==> src/rtl/kbc_pkg.sv <==
package kbc_pkg;

    typedef logic [7:0] byte_t;

    localparam byte_t CMD_RD_CFG  = 8'h20;
    localparam byte_t CMD_WR_CFG  = 8'h60;
    localparam byte_t CMD_AUX_OFF = 8'hA7;
    localparam byte_t CMD_AUX_ON  = 8'hA8;

    typedef struct packed {
        logic rsvd7;
        logic xlate;
        logic mouse_dis;
        logic kbd_dis;
        logic rsvd3;
        logic sys_flag;
        logic mouse_ie;
        logic kbd_ie;
    } cfg_t;

    typedef struct packed {
        logic parity_err;
        logic timeout_err;
        logic aux_full;
        logic not_inhibited;
        logic last_cmd;
        logic sys_flag;
        logic in_full;
        logic out_full;
    } status_t;

    typedef enum logic {SRC_KBD = 1'b0, SRC_AUX = 1'b1} src_e;

    localparam int unsigned ERR_TIMEOUT = 0;
    localparam int unsigned ERR_PARITY  = 1;
    localparam int unsigned N_ERR       = 2;

    function automatic logic src_blocked(src_e src, cfg_t cfg);
        return (src == SRC_AUX) ? cfg.mouse_dis : cfg.kbd_dis;
    endfunction

endpackage

==> src/rtl/kbc_cmd_seq.sv <==
module kbc_cmd_seq
    import kbc_pkg::*;
(
    input  logic  clk,
    input  logic  rst,
    input  logic  host_wr,
    input  logic  host_is_cmd,
    input  byte_t host_wdata,
    output logic  ibf,
    output logic  last_cmd,
    output cfg_t  cfg,
    output logic  resp_load,
    output byte_t resp_data
);

    byte_t ibuf_q;
    logic  ibuf_cmd_q;
    logic  armed_q;
    logic  wr_acc;

    assign wr_acc    = host_wr && !ibf;
    assign resp_load = ibf && ibuf_cmd_q && (ibuf_q == CMD_RD_CFG);
    assign resp_data = byte_t'(cfg);

    always_ff @(posedge clk) begin
        if (rst) begin
            ibf        <= 1'b0;
            ibuf_q     <= '0;
            ibuf_cmd_q <= 1'b0;
            last_cmd   <= 1'b0;
            armed_q    <= 1'b0;
            cfg        <= '0;
        end else begin
            ibf <= wr_acc;
            if (wr_acc) begin
                ibuf_q     <= host_wdata;
                ibuf_cmd_q <= host_is_cmd;
                last_cmd   <= host_is_cmd;
            end
            if (ibf) begin
                if (ibuf_cmd_q) begin
                    armed_q <= (ibuf_q == CMD_WR_CFG);
                    unique case (ibuf_q)
                        CMD_AUX_OFF: cfg.mouse_dis <= 1'b1;
                        CMD_AUX_ON:  cfg.mouse_dis <= 1'b0;
                        default:     ;
                    endcase
                end else if (armed_q) begin
                    cfg     <= cfg_t'(ibuf_q);
                    armed_q <= 1'b0;
                end
            end
        end
    end

    // a held input byte is always drained on the next edge
    p_in_full_one_cycle_r2: assert property (@(posedge clk) disable iff (rst)
        ibf |=> !ibf);

    // an armed data byte becomes the configuration byte
    p_armed_store_r6: assert property (@(posedge clk) disable iff (rst)
        (ibf && !ibuf_cmd_q && armed_q) |=> (byte_t'(cfg) == $past(ibuf_q)));

    // aux-off command sets the mouse disable bit
    p_aux_off_r7: assert property (@(posedge clk) disable iff (rst)
        (ibf && ibuf_cmd_q && ibuf_q == CMD_AUX_OFF) |=> cfg.mouse_dis);

    // data with no arming leaves configuration untouched
    p_unarmed_ignored_r12: assert property (@(posedge clk) disable iff (rst)
        (ibf && !ibuf_cmd_q && !armed_q) |=> $stable(cfg));

endmodule

==> src/rtl/kbc_obuf.sv <==
module kbc_obuf
    import kbc_pkg::*;
(
    input  logic  clk,
    input  logic  rst,
    input  logic  resp_load,
    input  byte_t resp_data,
    input  logic  dev_valid,
    input  logic  dev_is_mouse,
    input  byte_t dev_data,
    input  cfg_t  cfg,
    input  logic  host_rd,
    output logic  obf,
    output src_e  src,
    output byte_t data,
    output logic  dev_ready
);

    src_e dev_src;
    logic dev_acc;

    assign dev_src   = dev_is_mouse ? SRC_AUX : SRC_KBD;
    assign dev_ready = !obf && !resp_load && !src_blocked(dev_src, cfg);
    assign dev_acc   = dev_valid && dev_ready;

    always_ff @(posedge clk) begin
        if (rst) begin
            obf  <= 1'b0;
            src  <= SRC_KBD;
            data <= '0;
        end else if (resp_load) begin
            obf  <= 1'b1;
            src  <= SRC_KBD;
            data <= resp_data;
        end else if (dev_acc) begin
            obf  <= 1'b1;
            src  <= dev_src;
            data <= dev_data;
        end else if (host_rd) begin
            obf  <= 1'b0;
            src  <= SRC_KBD;
        end
    end

    // a host data read with no new load empties the buffer
    p_read_empties_r8: assert property (@(posedge clk) disable iff (rst)
        (host_rd && !resp_load && !(dev_valid && dev_ready)) |=> !obf);

    // a full buffer is never overwritten by the device side
    p_hold_while_full_r9: assert property (@(posedge clk) disable iff (rst)
        (obf && !host_rd && !resp_load) |=> (obf && $stable(data)));

    // a command response always fills the buffer
    p_resp_fills_r5: assert property (@(posedge clk) disable iff (rst)
        resp_load |=> (obf && src == SRC_KBD));

endmodule

==> src/rtl/kbc_err_flags.sv <==
module kbc_err_flags #(
    parameter int unsigned N = 2
) (
    input  logic         clk,
    input  logic         rst,
    input  logic [N-1:0] set,
    input  logic         clr,
    output logic [N-1:0] q
);

    for (genvar i = 0; i < N; i++) begin : g_flag
        always_ff @(posedge clk) begin
            if (rst)         q[i] <= 1'b0;
            else if (set[i]) q[i] <= 1'b1;
            else if (clr)    q[i] <= 1'b0;
        end

        // a flag persists until the clearing read
        p_sticky_r11: assert property (@(posedge clk) disable iff (rst)
            (q[i] && !clr) |=> q[i]);
    end

endmodule

==> src/rtl/kbc_host_if.sv <==
module kbc_host_if
    import kbc_pkg::*;
#(
    parameter int unsigned ADDR_W    = 16,
    parameter int unsigned DATA_PORT = 'h60,
    parameter int unsigned CMD_PORT  = 'h64
) (
    input  logic              clk,
    input  logic              rst,
    input  logic [ADDR_W-1:0] io_addr,
    input  logic              io_rd,
    input  logic              io_wr,
    input  logic [7:0]        io_wdata,
    output logic [7:0]        io_rdata,
    input  logic              dev_valid,
    input  logic              dev_is_mouse,
    input  logic [7:0]        dev_data,
    output logic              dev_ready,
    input  logic              dev_timeout,
    input  logic              dev_parity,
    input  logic              kbd_inhibit_n,
    output logic              kbd_irq,
    output logic              mouse_irq
);

    localparam logic [ADDR_W-1:0] A_DATA = DATA_PORT[ADDR_W-1:0];
    localparam logic [ADDR_W-1:0] A_CMD  = CMD_PORT[ADDR_W-1:0];

    logic        sel_data, sel_cmd;
    logic        host_wr, host_rd_data;
    logic        ibf, last_cmd, resp_load, obf;
    cfg_t        cfg;
    byte_t       resp_data, ob_data;
    src_e        ob_src;
    logic [N_ERR-1:0] err_set, err_q;
    status_t     status;

    assign sel_data     = (io_addr == A_DATA);
    assign sel_cmd      = (io_addr == A_CMD);
    assign host_wr      = io_wr && (sel_data || sel_cmd);
    assign host_rd_data = io_rd && sel_data;

    kbc_cmd_seq u_seq (
        .clk         (clk),
        .rst         (rst),
        .host_wr     (host_wr),
        .host_is_cmd (sel_cmd),
        .host_wdata  (io_wdata),
        .ibf         (ibf),
        .last_cmd    (last_cmd),
        .cfg         (cfg),
        .resp_load   (resp_load),
        .resp_data   (resp_data)
    );

    kbc_obuf u_obuf (
        .clk          (clk),
        .rst          (rst),
        .resp_load    (resp_load),
        .resp_data    (resp_data),
        .dev_valid    (dev_valid),
        .dev_is_mouse (dev_is_mouse),
        .dev_data     (dev_data),
        .cfg          (cfg),
        .host_rd      (host_rd_data),
        .obf          (obf),
        .src          (ob_src),
        .data         (ob_data),
        .dev_ready    (dev_ready)
    );

    always_comb begin
        err_set              = '0;
        err_set[ERR_TIMEOUT] = dev_timeout;
        err_set[ERR_PARITY]  = dev_parity;
    end

    kbc_err_flags #(.N(N_ERR)) u_err (
        .clk (clk),
        .rst (rst),
        .set (err_set),
        .clr (host_rd_data),
        .q   (err_q)
    );

    always_comb begin
        status.out_full      = obf;
        status.in_full       = ibf;
        status.sys_flag      = cfg.sys_flag;
        status.last_cmd      = last_cmd;
        status.not_inhibited = kbd_inhibit_n;
        status.aux_full      = obf && (ob_src == SRC_AUX);
        status.timeout_err   = err_q[ERR_TIMEOUT];
        status.parity_err    = err_q[ERR_PARITY];
    end

    always_comb begin
        if (sel_cmd)       io_rdata = byte_t'(status);
        else if (sel_data) io_rdata = ob_data;
        else               io_rdata = '0;
    end

    assign kbd_irq   = obf && (ob_src == SRC_KBD) && cfg.kbd_ie;
    assign mouse_irq = obf && (ob_src == SRC_AUX) && cfg.mouse_ie;

    // only one interrupt source at a time
    p_irq_exclusive_r10: assert property (@(posedge clk) disable iff (rst)
        !(kbd_irq && mouse_irq));

    // a status read on its own changes neither buffer
    p_status_read_quiet_r4: assert property (@(posedge clk) disable iff (rst)
        (io_rd && sel_cmd && !io_wr && !ibf && !dev_valid) |=> ($stable(obf) && !ibf));

endmodule

==> config.mk <==
export PLATFORM = sky130hd
export DESIGN_NAME = kbc_host_if
export DESIGN_NICKNAME = d
export VERILOG_FILES = /design/src/rtl/kbc_pkg.sv /design/src/rtl/kbc_cmd_seq.sv /design/src/rtl/kbc_obuf.sv /design/src/rtl/kbc_err_flags.sv /design/src/rtl/kbc_host_if.sv
export SDC_FILE = /design/constraint.sdc
export NUM_CORES = 1
export LEC_CHECK = 0
export BUFFER_PORTS_ARGS = -buffer_cell sky130_fd_sc_hd__buf_4
export CELL_PAD_IN_SITES_DETAIL_PLACEMENT = 0
export CELL_PAD_IN_SITES_GLOBAL_PLACEMENT = 1
export CORE_MARGIN = 2
export CORE_UTILIZATION = 39
export DETAILED_ROUTE_END_ITERATION = 10
export PLACE_DENSITY_LB_ADDON = 0.2
export SYNTH_ARGS = -nofsm -noshare
export SYNTH_HDL_FRONTEND = slang
export SYNTH_HIERARCHICAL = 1
export SYNTH_SLANG_ARGS = --single-unit
==> constraint.sdc <==
create_clock -name clk -period 4.29 [get_ports clk]
set_input_delay 0.858 -clock clk [delete_from_list [all_inputs] [get_ports clk]]
set_output_delay 0.858 -clock clk [all_outputs]
set_load 0.01 [all_outputs]
# Word level (Yosys, flattened, before mapping)
# Index checks and enable logic that the tools add are counted.
# totals
output_inout_bits	11
elab_cells	68
regBits	31
inputBits	41
# op_classes
n_bitwise	2
n_mux	16
n_reduce_logical	26
n_eq_ne	7
# op_table
operator	n
$eq 16x7->1 const B	2
$mux 8	4
$eq 8x8->1 const B	2
$logic_and 1x1->1	12
$mux 1	10
$reduce_bool 2->1	5
$eq 8x6->1 const B	1
$eq 8x7->1 const B	1
$mux 6	1
$reduce_and 3->1	2
$logic_not 1->1	4
$ne 3x3->1 const B	1
$reduce_bool 3->1	1
$not 1->1	2
$pmux 1 s2	1
$reduce_or 2->1	1
$logic_or 1x1->1	1

# Logic depth before layout (Yosys ltp)
# depth
word_depth	8
depth_mapped	8
ltp_nobuf	6

# Cells and area by module
# The synthesis kept the hierarchy.
# by_module_without_submodules
mod	area_per_inst_um2	seq_area_each_um2	cells_each	n_inst
kbc_cmd_seq	805.8	380.4	93	1
kbc_obuf	516.7	200.2	58	1
kbc_host_if	235.2	0.0	32	1
kbc_err_flags	70.1	40.0	8	1

# Worst setup path before layout
# Ideal clock, no wire load.
# synth_timing
kind	input to output
from	input io_addr[7]
to	output io_rdata[5]
path_buffers	1
path_stages	4
arrival_time_ns	1.576
path_slack_ns	1.856
cell_sequence	nor4bb_1 nand4_1 buf_6 a21oi_2
# synth_via
elab_chain_len	3
# synth_rtl
item	line_no	rtl
start: declaration	kbc_host_if.sv:10	input logic [ADDR_W-1:0] io_addr,
$eq 16x7->1	kbc_host_if.sv:38	assign sel_data = (io_addr == A_DATA);
$mux 8	kbc_host_if.sv:99	else if (sel_data) io_rdata = ob_data;
$mux 8 *	kbc_host_if.sv:98	if (sel_cmd) io_rdata = byte_t'(status);
end: declaration	kbc_host_if.sv:14	output logic [7:0] io_rdata,
# Mark *: on every way between the ends. The rest lies on a longest branch, timed or not.

# Worst setup path in the final report
# Same ends and word-level chain as after synthesis.

==> results.cfg <==
[setup_path]
critPathBufInv = 2
cp_common_cell = buf_4
cp.arrival_ps = 2310
cp.required_ps = 3430
crit_path_max_incr_delay_ps = 620
end_kind = output port
critical_path_class = primary input to output port
crit_path_cell_trace = buf_4, nor4bb_1, nand4_1, a21oi_2, buf_4
cp_slowest_cell = nand4_1
path_delay_family = simple AND/OR/NAND/NOR gates
cp_max_fo = 11
critical_path.startpoint_type = primary input

[drt]
via_count = 1497
viasPerCell = 5.327
dr.pass1.iters = 4
first_iter_violations = 52
routedWlPerCell_um = 14.36
drc = 0
final_antenna_net_count = 0
wl_mm = 4.034

[final_layout]
multi_input_area_um2 = 842.1
register_area_um2 = 620.6
syn_to_final_growth_pct = 25.44
drive_above_1_share_pct = 30.74
num-nets-final = 271
antenna_cells = 0
fin_cells = 281
final.fill_count = 400

[floorplanning]
start_util_pct = 40.69
die_h_um = 68.61
ios = 52
die_area_mm2 = 0.004707
die_x_um = 68.61
rows = 23
core_mm2 = 0.004000

[placed_design]
dpl.hpwl_mm = 2.905
gp_congestion = 0.8881
numPlacedInstances = 273
io_buffers = 51
dp_slack_ps = 1073

[clock_network]
cts-root-buf = clkbuf_8
cts_max_level = 2
cts.repair.resized = 0
postCtsHoldBufs = 0
clock_latency_ps = 280
cts_sinks = 31
clockBufferDepth = 2
cts_buffers = 5
clk_pin_slew_ps = 70
postCtsSetupRepairBufs = 0
cts_tree = built

[timing]
final_hold_viol_count = 0
setup_tns_ps = 0
setup_viol = 0
finClkSkew_ps = 7.025
rsz0062_at_grt = no
tightestPinTransition_ps = 728.0
slew_headroom_pct = 51.32
layout_setup_ws_ps = 1119
fmax_ghz = 0.3153
fin_crit_ps = 3171
fin_crit_sh_pct = 73.93
drv_slew = 0

[global_route]
grt_pass1_wl_mm = 6.506
grt-ovfl-total = 0
grt_pass1_vias = 1449
antenna_found_initial = 0
grt_usage_pct = 18.63
grt_max_degree = 32

[power_and_ir_drop]
swShare_pct = 23.05
p_clk_share_pct = 37.1
p_sw_uw = 133.6
p_int_uw = 445.8
pwr-share-comb_pct = 11.1
total_power_uw = 579.3
seqPwrFrac_pct = 51.9
leakage_uw = 0.0008381
p_per_area_mw_per_mm2 = 283.7
peakVddDrop_v = 0.0001916

[synthesis]
synthTopCellsByArea = dfxtp_1 38%, mux2i_1 8.6%, a21oi_1 4.6%
syn-num-nets = 232
yosys.area.top_type = dfxtp_1
synthDistinctLibCells = 40
ys_ff_latch = 31
yosysSeqAreaShare_pct = 38.12
synth_top_area_share_pct = 38.12
yosys_warnings = 6
syn_avg_cell_area_um2 = 8.523
syn_inst = 191
synth_area_mm2 = 0.001628

[run]
maxCapViolCount = 0

[run_status]
status = completed

[hold_path]
hold_class = register to register
[per-stage QoR]
step / instance area (µm²) / util (%) / hold WS, ps
4_1_cts: 2042 / 51.05 / 472.4
6_report: 2042 / 51.05 / 471.4
3_5_place_dp: 1961 / 49.01 / 466.3
5_1_grt: 2042 / 51.05 / 505.6
2_1_floorplan: 1628 / - / 443.9
3_3_place_gp: 1961 / 49.01 / 459.1
[cell families after synthesis]
family	share of synthesized area [%]
DFF	38.12
muxes	10.68
and+or+nand+nor	22.29
buffers and inverters	10.15
AOI/OAI and AO/OA	18.76
[layout make-up]
| type | count | share of cell area [%] |
|---|---|---|
| Sequential cell | 31 | 30.39 |
| Clock inverter | 1 | 0.2451 |
| Multi-Input combinational cell | 127 | 41.24 |
| Inverter | 14 | 2.574 |
| Clock buffer | 7 | 3.738 |
| Timing Repair Buffer | 51 | 18.75 |
| Tap cell | 50 | 3.064 |
[synthesized netlist by cell type]
library cell / n
nand3_1: 2
a32o_1: 1
buf_6: 1
a21oi_1: 15
nand2b_1: 5
dfxtp_1: 31
nand2_1: 20
a311oi_1: 1
nor2_2: 9
nand3b_1: 1
buf_2: 3
nor3_1: 3
mux2_2: 1
and3_1: 1
and3b_1: 1
clkbuf_1: 4
nor4bb_1: 1
and2_1: 1
o21bai_1: 1
a41oi_1: 8
inv_1: 13
nor3b_1: 1
o21ai_0: 8
nor4_2: 2
clkinv_1: 1
nor2b_1: 1
buf_1: 3
nand4_1: 3
and4bb_1: 1
mux2i_4: 1
a211oi_1: 1
buf_4: 8
o211ai_1: 1
and4b_1: 1
mux2i_1: 14
and2b_1: 1
or2b_1: 1
a221oi_1: 8
a21oi_2: 1
nor2_1: 11
[placed cells by master, fill, tap and decap left out, drive strengths merged, types with 2 or more instances in the layout]
cell type and n:
a21oi 16, a221oi 8, a41oi 8, buf 51, clkbuf 7, clkinv 2
dfxtp 31, inv 13, mux2i 15, nand2 20, nand2b 5, nand3 2
nand4 3, nor2 20, nor3 3, nor4 2, o21ai 8
[worst min-delay path: stages, from the launching register on]
cell	delay (ps)
dfxtp_1	310
inv_1	50
a221oi_1	70
[power by group through the flow]
| stage | sequential, µW | combinational [µW] | clock [µW] |
|---|---|---|---|
| 2_1_floorplan | 305 | 28.5 | 0 |
| 3_3_place_gp | 307 | 62.8 | 0 |
| 3_5_place_dp | 307 | 63.9 | 0 |
| 4_1_cts | 300 | 64.2 | 224 |
| 5_1_grt | 301 | 70.3 | 239 |
| 6_report | 301 | 64.0 | 215 |
[routing by layer]
metal  GRT usage, %  part of all wire, %  vias up  routed length (µm)
met5              0                    0        -                   0
met4          6.000                 0.62        0                  25
met3          4.221                  7.6        4                 305
met2          32.81                   49       43                1961
met1          22.24                   43      704                1741
li1               -                    -      746                   -
[state kept, by name, indices dropped and copies added, names as in the netlist]
name and flops:
u_seq/ibuf_cmd_q 1, u_seq/ibf 1, u_seq/cfg 8, u_seq/armed_q 1, u_err/q 2, u_obuf/obf 1, u_obuf/src 1, u_seq/ibuf_q 8
u_obuf/data 8
[path summary, 6_finish.rpt]
path	startpoint	endpoint	slack, ps	depth (start not counted)
setup / recovery	io_addr[7]	io_rdata[5]	1120	5
hold / removal	u_seq/cfg[3]$_SDFFE_PP0P_	u_obuf/data[3]$_SDFFE_PP0P_	470	2
setup reg to reg	u_seq/ibuf_q[1]$_SDFFE_PP0P_	u_obuf/data[1]$_SDFFE_PP0P_	2270	5
hold reg to reg	u_seq/cfg[3]$_SDFFE_PP0P_	u_obuf/data[3]$_SDFFE_PP0P_	470	2
Power figures use the tool's default switching activity.
